`src/rtl/bfetch_pkg.sv`:
```
package bfetch_pkg;

  localparam int CFG_W      = 32;
  localparam int SPLIT_BIT  = 20;
  localparam int WAIT_LSB   = 16;
  localparam int SETUP_LSB  = 11;

  localparam logic [CFG_W-1:0] CFG_KEEP =
      (CFG_W'(1) << SPLIT_BIT) | (CFG_W'(3) << WAIT_LSB) | (CFG_W'(3) << SETUP_LSB);

  typedef struct packed {
    logic       split;
    logic [1:0] wait_code;
    logic [1:0] setup_code;
  } fill_cfg_t;

  typedef enum logic [2:0] {
    ST_IDLE,
    ST_SETUP,
    ST_BEAT,
    ST_WAIT,
    ST_GAP,
    ST_DONE
  } fill_state_t;

endpackage

```
`src/rtl/bfetch_cfg.sv`:
```
module bfetch_cfg
  import bfetch_pkg::*;
(
  input  logic             clk,
  input  logic             rst_n,
  input  logic             we,
  input  logic [CFG_W-1:0] wdata,
  output logic [CFG_W-1:0] rdata,
  output fill_cfg_t        cfg
);

  logic [CFG_W-1:0] reg_q;

  always_ff @(posedge clk or negedge rst_n) begin
    if (!rst_n) reg_q <= '0;
    else if (we) reg_q <= wdata & CFG_KEEP;
  end

  assign rdata          = reg_q;
  assign cfg.split      = reg_q[SPLIT_BIT];
  assign cfg.wait_code  = reg_q[WAIT_LSB +: 2];
  assign cfg.setup_code = reg_q[SETUP_LSB +: 2];

  // readback after a write carries only the kept fields
  assert_cfg_readback_R1: assert property (@(posedge clk) disable iff (!rst_n)
    we |=> rdata == ($past(wdata) & CFG_KEEP));

endmodule

```
`src/rtl/bfetch_seq.sv`:
```
module bfetch_seq
  import bfetch_pkg::*;
#(
  parameter int ADDR_W     = 24,
  parameter int LINE_BYTES = 16,
  parameter int NUM_SUB    = 4
) (
  input  logic                          clk,
  input  logic                          rst_n,
  input  fill_cfg_t                     cfg,
  input  logic                          wide_in,
  input  logic                          req_valid,
  output logic                          req_ready,
  input  logic [ADDR_W-1:0]             req_addr,
  output logic [ADDR_W-1:0]             mem_addr,
  output logic                          mem_cs_n,
  output logic                          mem_rd_n,
  output logic                          cap_en,
  output logic [$clog2(LINE_BYTES)-1:0] cap_off,
  output logic                          cap_wide,
  output logic                          done
);

  localparam int OFS_W  = $clog2(LINE_BYTES);
  localparam int CW     = OFS_W + 1;
  localparam int SUB_SH = $clog2(NUM_SUB);
  localparam logic [ADDR_W-1:0] ALIGN_MASK = ~ADDR_W'(LINE_BYTES - 1);

  fill_state_t      st;
  fill_cfg_t        cfg_q;
  logic             wide_q;
  logic [2:0]       cnt;
  logic [ADDR_W-1:0] addr_q;
  logic [CW-1:0]    beat_idx;
  logic [CW-1:0]    beat_in_burst;
  logic [CW-1:0]    tot_beats;
  logic [CW-1:0]    sub_beats;
  logic [1:0]       step;
  logic             last_all;
  logic             last_sub;

  always_comb begin
    tot_beats = wide_q ? CW'(LINE_BYTES / 2) : CW'(LINE_BYTES);
    sub_beats = cfg_q.split ? (tot_beats >> SUB_SH) : tot_beats;
    step      = wide_q ? 2'd2 : 2'd1;
    last_all  = (beat_idx == tot_beats - CW'(1));
    last_sub  = (beat_in_burst == sub_beats - CW'(1));
  end

  always_ff @(posedge clk or negedge rst_n) begin
    if (!rst_n) begin
      st            <= ST_IDLE;
      cfg_q         <= '0;
      wide_q        <= 1'b0;
      cnt           <= '0;
      addr_q        <= '0;
      beat_idx      <= '0;
      beat_in_burst <= '0;
    end else begin
      unique case (st)
        ST_IDLE: if (req_valid) begin
          st            <= ST_SETUP;
          cfg_q         <= cfg;
          wide_q        <= wide_in;
          cnt           <= {cfg.setup_code, 1'b0};
          addr_q        <= req_addr & ALIGN_MASK;
          beat_idx      <= '0;
          beat_in_burst <= '0;
        end
        ST_SETUP: begin
          if (cnt == 3'd0) begin
            st  <= ST_BEAT;
            cnt <= 3'd1;
          end else cnt <= cnt - 3'd1;
        end
        ST_BEAT: begin
          if (cnt != 3'd0) cnt <= cnt - 3'd1;
          else begin
            addr_q   <= addr_q + {{(ADDR_W-2){1'b0}}, step};
            beat_idx <= beat_idx + CW'(1);
            if (last_all) st <= ST_DONE;
            else if (last_sub) begin
              st            <= ST_GAP;
              cnt           <= 3'd1;
              beat_in_burst <= '0;
            end else begin
              beat_in_burst <= beat_in_burst + CW'(1);
              if (cfg_q.wait_code == 2'd0) begin
                st  <= ST_BEAT;
                cnt <= 3'd1;
              end else begin
                st  <= ST_WAIT;
                cnt <= {cfg_q.wait_code, 1'b0} - 3'd1;
              end
            end
          end
        end
        ST_WAIT: begin
          if (cnt == 3'd0) begin
            st  <= ST_BEAT;
            cnt <= 3'd1;
          end else cnt <= cnt - 3'd1;
        end
        ST_GAP: begin
          if (cnt == 3'd0) begin
            st  <= ST_SETUP;
            cnt <= {cfg_q.setup_code, 1'b0};
          end else cnt <= cnt - 3'd1;
        end
        ST_DONE: st <= ST_IDLE;
        default: st <= ST_IDLE;
      endcase
    end
  end

  assign req_ready = (st == ST_IDLE);
  assign mem_cs_n  = !(st inside {ST_SETUP, ST_BEAT, ST_WAIT});
  assign mem_rd_n  = (st != ST_BEAT);
  assign mem_addr  = addr_q;
  assign cap_en    = (st == ST_BEAT) && (cnt == 3'd0);
  assign cap_off   = addr_q[OFS_W-1:0];
  assign cap_wide  = wide_q;
  assign done      = (st == ST_DONE);

  // read strobe never falls together with chip select
  assert_setup_first_R5: assert property (@(posedge clk) disable iff (!rst_n)
    $fell(mem_cs_n) |-> mem_rd_n);

  // a beat keeps the strobe low for two half cycles
  assert_beat_len_R6: assert property (@(posedge clk) disable iff (!rst_n)
    $fell(mem_rd_n) |=> !mem_rd_n);

  // chip select high for a full bus cycle once released
  assert_cs_gap_R3: assert property (@(posedge clk) disable iff (!rst_n)
    $rose(mem_cs_n) |=> mem_cs_n);

  // done is a single-cycle pulse
  assert_done_pulse_R8: assert property (@(posedge clk) disable iff (!rst_n)
    done |=> !done);

  // no acceptance while the bus is in use
  assert_busy_no_ready_R9: assert property (@(posedge clk) disable iff (!rst_n)
    !mem_cs_n |-> !req_ready);

endmodule

```
`src/rtl/bfetch_line.sv`:
```
module bfetch_line #(
  parameter int LINE_BYTES = 16
) (
  input  logic                          clk,
  input  logic                          rst_n,
  input  logic                          cap_en,
  input  logic [$clog2(LINE_BYTES)-1:0] cap_off,
  input  logic                          cap_wide,
  input  logic [15:0]                   rd_data,
  output logic [LINE_BYTES*8-1:0]       line
);

  localparam int OFS_W = $clog2(LINE_BYTES);

  for (genvar i = 0; i < LINE_BYTES; i++) begin : g_lane
    logic take_lo;
    logic take_hi;
    assign take_lo = cap_en && (cap_off == OFS_W'(i));
    if (i > 0) begin : g_hi
      assign take_hi = cap_en && cap_wide && (cap_off == OFS_W'(i - 1));
    end else begin : g_nohi
      assign take_hi = 1'b0;
    end

    always_ff @(posedge clk or negedge rst_n) begin
      if (!rst_n) line[i*8 +: 8] <= '0;
      else if (take_lo) line[i*8 +: 8] <= rd_data[7:0];
      else if (take_hi) line[i*8 +: 8] <= rd_data[15:8];
    end
  end

  // 16-bit beats always land on an even byte offset
  assert_wide_aligned_R6: assert property (@(posedge clk) disable iff (!rst_n)
    (cap_en && cap_wide) |-> !cap_off[0]);

endmodule

```
`src/rtl/burst_line_fetch.sv`:
```
module burst_line_fetch
  import bfetch_pkg::*;
#(
  parameter int ADDR_W     = 24,
  parameter int LINE_BYTES = 16,
  parameter int NUM_SUB    = 4
) (
  input  logic                    clk,
  input  logic                    rst_n,
  input  logic                    cfg_we,
  input  logic [31:0]             cfg_wdata,
  output logic [31:0]             cfg_rdata,
  input  logic                    bus_wide,
  input  logic                    req_valid,
  output logic                    req_ready,
  input  logic [ADDR_W-1:0]       req_addr,
  output logic                    line_valid,
  output logic [LINE_BYTES*8-1:0] line_data,
  output logic [ADDR_W-1:0]       mem_addr,
  output logic                    mem_cs_n,
  output logic                    mem_rd_n,
  input  logic [15:0]             mem_rdata
);

  localparam int OFS_W = $clog2(LINE_BYTES);

  fill_cfg_t        cfg;
  logic             cap_en;
  logic [OFS_W-1:0] cap_off;
  logic             cap_wide;

  bfetch_cfg u_cfg (
    .clk   (clk),
    .rst_n (rst_n),
    .we    (cfg_we),
    .wdata (cfg_wdata),
    .rdata (cfg_rdata),
    .cfg   (cfg)
  );

  bfetch_seq #(
    .ADDR_W     (ADDR_W),
    .LINE_BYTES (LINE_BYTES),
    .NUM_SUB    (NUM_SUB)
  ) u_seq (
    .clk       (clk),
    .rst_n     (rst_n),
    .cfg       (cfg),
    .wide_in   (bus_wide),
    .req_valid (req_valid),
    .req_ready (req_ready),
    .req_addr  (req_addr),
    .mem_addr  (mem_addr),
    .mem_cs_n  (mem_cs_n),
    .mem_rd_n  (mem_rd_n),
    .cap_en    (cap_en),
    .cap_off   (cap_off),
    .cap_wide  (cap_wide),
    .done      (line_valid)
  );

  bfetch_line #(
    .LINE_BYTES (LINE_BYTES)
  ) u_line (
    .clk      (clk),
    .rst_n    (rst_n),
    .cap_en   (cap_en),
    .cap_off  (cap_off),
    .cap_wide (cap_wide),
    .rd_data  (mem_rdata),
    .line     (line_data)
  );

endmodule

```
`config.mk`:
```
export PLATFORM = sky130hd
export DESIGN_NAME = burst_line_fetch
export DESIGN_NICKNAME = d
export VERILOG_FILES = /design/src/rtl/bfetch_pkg.sv /design/src/rtl/bfetch_cfg.sv /design/src/rtl/bfetch_seq.sv /design/src/rtl/bfetch_line.sv /design/src/rtl/burst_line_fetch.sv
export SDC_FILE = /design/constraint.sdc
export NUM_CORES = 1
export LEC_CHECK = 0
export ABC_AREA = 1
export BUFFER_PORTS_ARGS = -buffer_cell sky130_fd_sc_hd__buf_2
export CORE_MARGIN = 5
export CORE_UTILIZATION = 48
export DETAILED_ROUTE_END_ITERATION = 6
export HOLD_SLACK_MARGIN = 0.08
export PLACE_DENSITY = 0.85
export SYNTH_ARGS = -nofsm -noshare
export SYNTH_HDL_FRONTEND = slang
export SYNTH_SLANG_ARGS = --single-unit
```
`constraint.sdc`:
```
create_clock -name clk -period 2.38 [get_ports clk]
set_input_delay 0.238 -clock clk [delete_from_list [all_inputs] [get_ports clk]]
set_output_delay 0.238 -clock clk [all_outputs]
set_load 0.02 [all_outputs]
```
==> flow_metrics.py <==
metrics = {
    "cells_and_area": {
        "insertedDiodeCount": 0,
        "final_layout_size_suffix_gt1_share_pct": 22.4,
        "fill_cells": 1694,
        "p_r_area_growth_vs_syn_pct": 21.8,
        "count_of_placed_standard_cells_in_the_final_layout_fillers_left_out": 1727,
        "fin_nets": 1533,
    },
    "outcome": {
        "result_of_the_run": "complete, no violations",
    },
    "timing": {
        "finalCritPeriodShare_pct": 92.1,
        "timing_worst_slew_pin_value_ns": 0.651,
        "fin_worst_hold_slack_ns": 0.104,
        "finalSetupViolations": 0,
        "final_period_minus_worst_setup_slack_ns": 2.19,
        "skew_ns": 0.00821,
        "setup_tns_ns": 0,
        "timing.fmax_ghz": 0.456,
        "timing_max_transition_violations_final": 0,
        "hold_viol_final": 0,
        "slew_headroom_pct": 56.6,
    },
    "power": {
        "sequential_power_share_pct": 39.3,
        "p_sw_uw": 4670,
        "power.ir.vdd_worst_mv": 0.799,
        "p_comb_share_pct": 36.3,
        "cellInternalPower_uw": 6600,
        "clock_power_share_pct": 24.4,
        "power_leakage_uw": 0.00550,
        "switching_share_pct": 41.5,
        "p_per_area_nw_per_um2": 973,
    },
    "flow_run": {
        "maxcap_violations": 0,
    },
    "global_routing": {
        "grt_pass1_wl_um": 46700,
        "vias_in_the_first_global_route": 8965,
        "grt_remaining_overflow": 0,
        "maximum_number_of_pins_on_one_net_before_global_route_repair": 61,
        "grt_use_total_pct": 26.2,
        "grt_antenna_before_repair": 0,
    },
    "clocking": {
        "tritoncts_clock_tree": "done",
        "clock_path_buffers": 2,
        "clkSinkCount": 179,
        "post-cts-setup-buffer-count": 0,
        "htree_levels": 4,
        "clockRootBuffer": "clkbuf_16",
        "clk_latency_ns": 0.43,
        "cts-buffers-inserted": 17,
        "clk_transition_reported_paths_ns": 0.07,
    },
    "logic_synthesis": {
        "yosys-top-cells-area": "dfrtp_1 47%, nand2_1 14%, nor2_1 4.8%, a31oi_1 4.1%, nand3_1 3.7%",
        "seq_area_frac_synth_pct": 47.1,
        "yosysUniqueCellTypes": 43,
        "number_of_warnings_issued_by_yosys": 0,
        "synth_seq_cells": 179,
        "synth_top_area_share_pct": 47.1,
        "synthesis.instances": 1225,
        "yosys.area.top_type": "dfrtp_1",
        "synth.avg_cell_area_um2": 7.77,
        "synth.cell_area_um2": 9520,
    },
    "worst_setup_path": {
        "worst-path-max-fanout": 20,
        "timing.critical_path.required_ns": 2.66,
        "crit_arrival_ns": 2.47,
        "endpoint_kind": "flip-flop",
        "worst-setup-path-type": "reg2reg",
        "start_kind": "flip-flop",
    },
    "floorplan": {
        "dieWidth_um": 151,
        "rows": 51,
        "floorplan.initialDensity_pct": 48.9,
        "die-height_um": 151,
        "design.core.area_um2": 19500,
        "design.portCount": 265,
        "fp.dieArea_um2": 22700,
    },
    "detailed_routing": {
        "viasPerCell": 5.51,
        "avgRoutedWirePerCell_um": 17.2,
        "drcViolationCount": 0,
        "route.vias.total": 9515,
        "routed_wire_length_um": 29600,
        "initial_drc_count": 680,
        "final_antenna_net_count": 0,
        "detailedRoute.firstPassIterationCount": 6,
    },
    "placement": {
        "placement.io_buffers": 206,
        "gp_routability_congestion": 0.892,
        "place.detailed.instances": 1685,
        "place.detailed.hpwl_um": 21000,
    },
    "hold_path": {
        "hp-class": "in2reg",
    },
}
-- worst paths after layout --
kind                             startpoint                 end  slack [ns]  cells after the start
hold reg to reg            u_line.line[126]    u_line.line[126]        0.47                      2
setup / recovery                u_seq.st[2]    u_line.line[103]        0.19                      8
min in group asynchronous             rst_n     u_line.line[36]        0.34                      2
hold / removal                 req_addr[21]  u_seq.mem_addr[21]        0.10                      5
setup reg to reg                u_seq.st[2]    u_line.line[103]        0.19                      8
max in group asynchronous             rst_n     u_line.line[89]        1.33                      3
-- per-layer routing --
| layer | up-vias | share of wire, % | global-route usage, % |
|---|---|---|---|
| met1 | 4475 | 40 | 34.0 |
| met2 | 486 | 47 | 42.0 |
| met5 | - | 0 | 0 |
| li1 | 4465 | - | - |
| met4 | 0 | 3.5 | 11.8 |
| met3 | 89 | 9.4 | 5.80 |
-- flip-flops by register name, summed over array words and instances (netlist names) --
| register | flops |
|---|---|
| u_seq.cnt | 3 |
| u_line.line | 128 |
| u_cfg.rdata | 5 |
| u_seq.beat_idx | 5 |
| u_seq.cap_wide | 1 |
| u_seq.cfg_q | 5 |
| u_seq.mem_addr | 24 |
| u_seq.st | 3 |
| u_seq.beat_in_burst | 5 |
-- stage by stage --
step	area (µm²)	setup WS [ns]	utilization, %	total power (µW)
after floorplan	9610	0.127	-	6990
after global placement	10900	0.266	56.1	8370
after detailed placement	10900	0.220	56.1	8530
after CTS	11600	0.210	59.5	11300
after global routing	11600	-0.00209	59.5	12000
final	11600	0.188	59.5	11300
-- Yosys cell counts, drive strengths merged --
cell	instances
a21oi	27
a22oi	6
o22ai	3
buf	68
conb	1
o2111a	1
nand2	372
o21bai	1
clkinv	2
nor2b	1
o21ai	77
xor2	5
o21a	4
nand3	71
mux2	2
nor2	129
nor3	8
clkbuf	28
nand3b	1
a31oi	63
fa	1
o211ai	34
or2	5
dfrtp	179
a22o	1
ha	6
nand4	43
inv	85
and3	1
-- layout by cell type (no fill, tap or decap), types with 17 or more instances in the layout --
| master | Yosys | routed |
|---|---|---|
| dfrtp_1 | 179 | 179 |
| nand3_1 | 70 | 70 |
| nand4_1 | 42 | 42 |
| a21oi_1 | 27 | 27 |
| buf_2 | 28 | 205 |
| a31oi_1 | 63 | 63 |
| conb_1 | 1 | 27 |
| nand2_1 | 367 | 366 |
| nor2_1 | 121 | 120 |
| inv_1 | 80 | 80 |
| clkbuf_16 | 0 | 17 |
| o211ai_1 | 34 | 34 |
| o21ai_0 | 67 | 67 |
| buf_4 | 37 | 56 |
-- cell families after synthesis --
kind of cell,after synthesis,share of synthesized area (%)
simple gates,631,28.4
compound gates,217,13.6
buf+inv,183,9.22
flops,179,47.1
fa+ha+maj,7,0.999
xor+xnor,5,0.460
mux,2,0.237
other cells,1,0.0394
-- final cells by class --
type / count / area (µm²) / area share [%]
clock inverters: 12 / 121 / 1.05
multi-input cells: 889 / 4260 / 36.8
flip-flops and latches: 179 / 4480 / 38.7
repair buffers: 275 / 1620 / 14.0
clock buffers: 20 / 447 / 3.85
inverters: 87 / 328 / 2.83
well taps: 265 / 332 / 2.86
-- power groups by stage --
stage,logic [µW],registers [µW],clock network (µW)
floorplan,1950,5040,0
global placement,3940,4430,0
detailed placement,4070,4460,0
CTS,4110,4410,2780
global route,4550,4520,2920
finish,4100,4430,2750
-- timing repair --
action                     CTS  global route
gates resized for setup      0             2
hold buffers                10             0
setup endpoints to repair    0             5
hold endpoints to repair    65             0
-- worst max-delay path, cell delays in order, from the launching register on --
cell,delay [ns]
dfrtp_1,0.42
inv_1,0.16
nand3_4,0.23
nor2_8,0.40
nand4_1,0.20
nand2_1,0.32
inv_1,0.13
nand2_1,0.08
o211ai_1,0.08
Power figures use the tool's default switching activity.
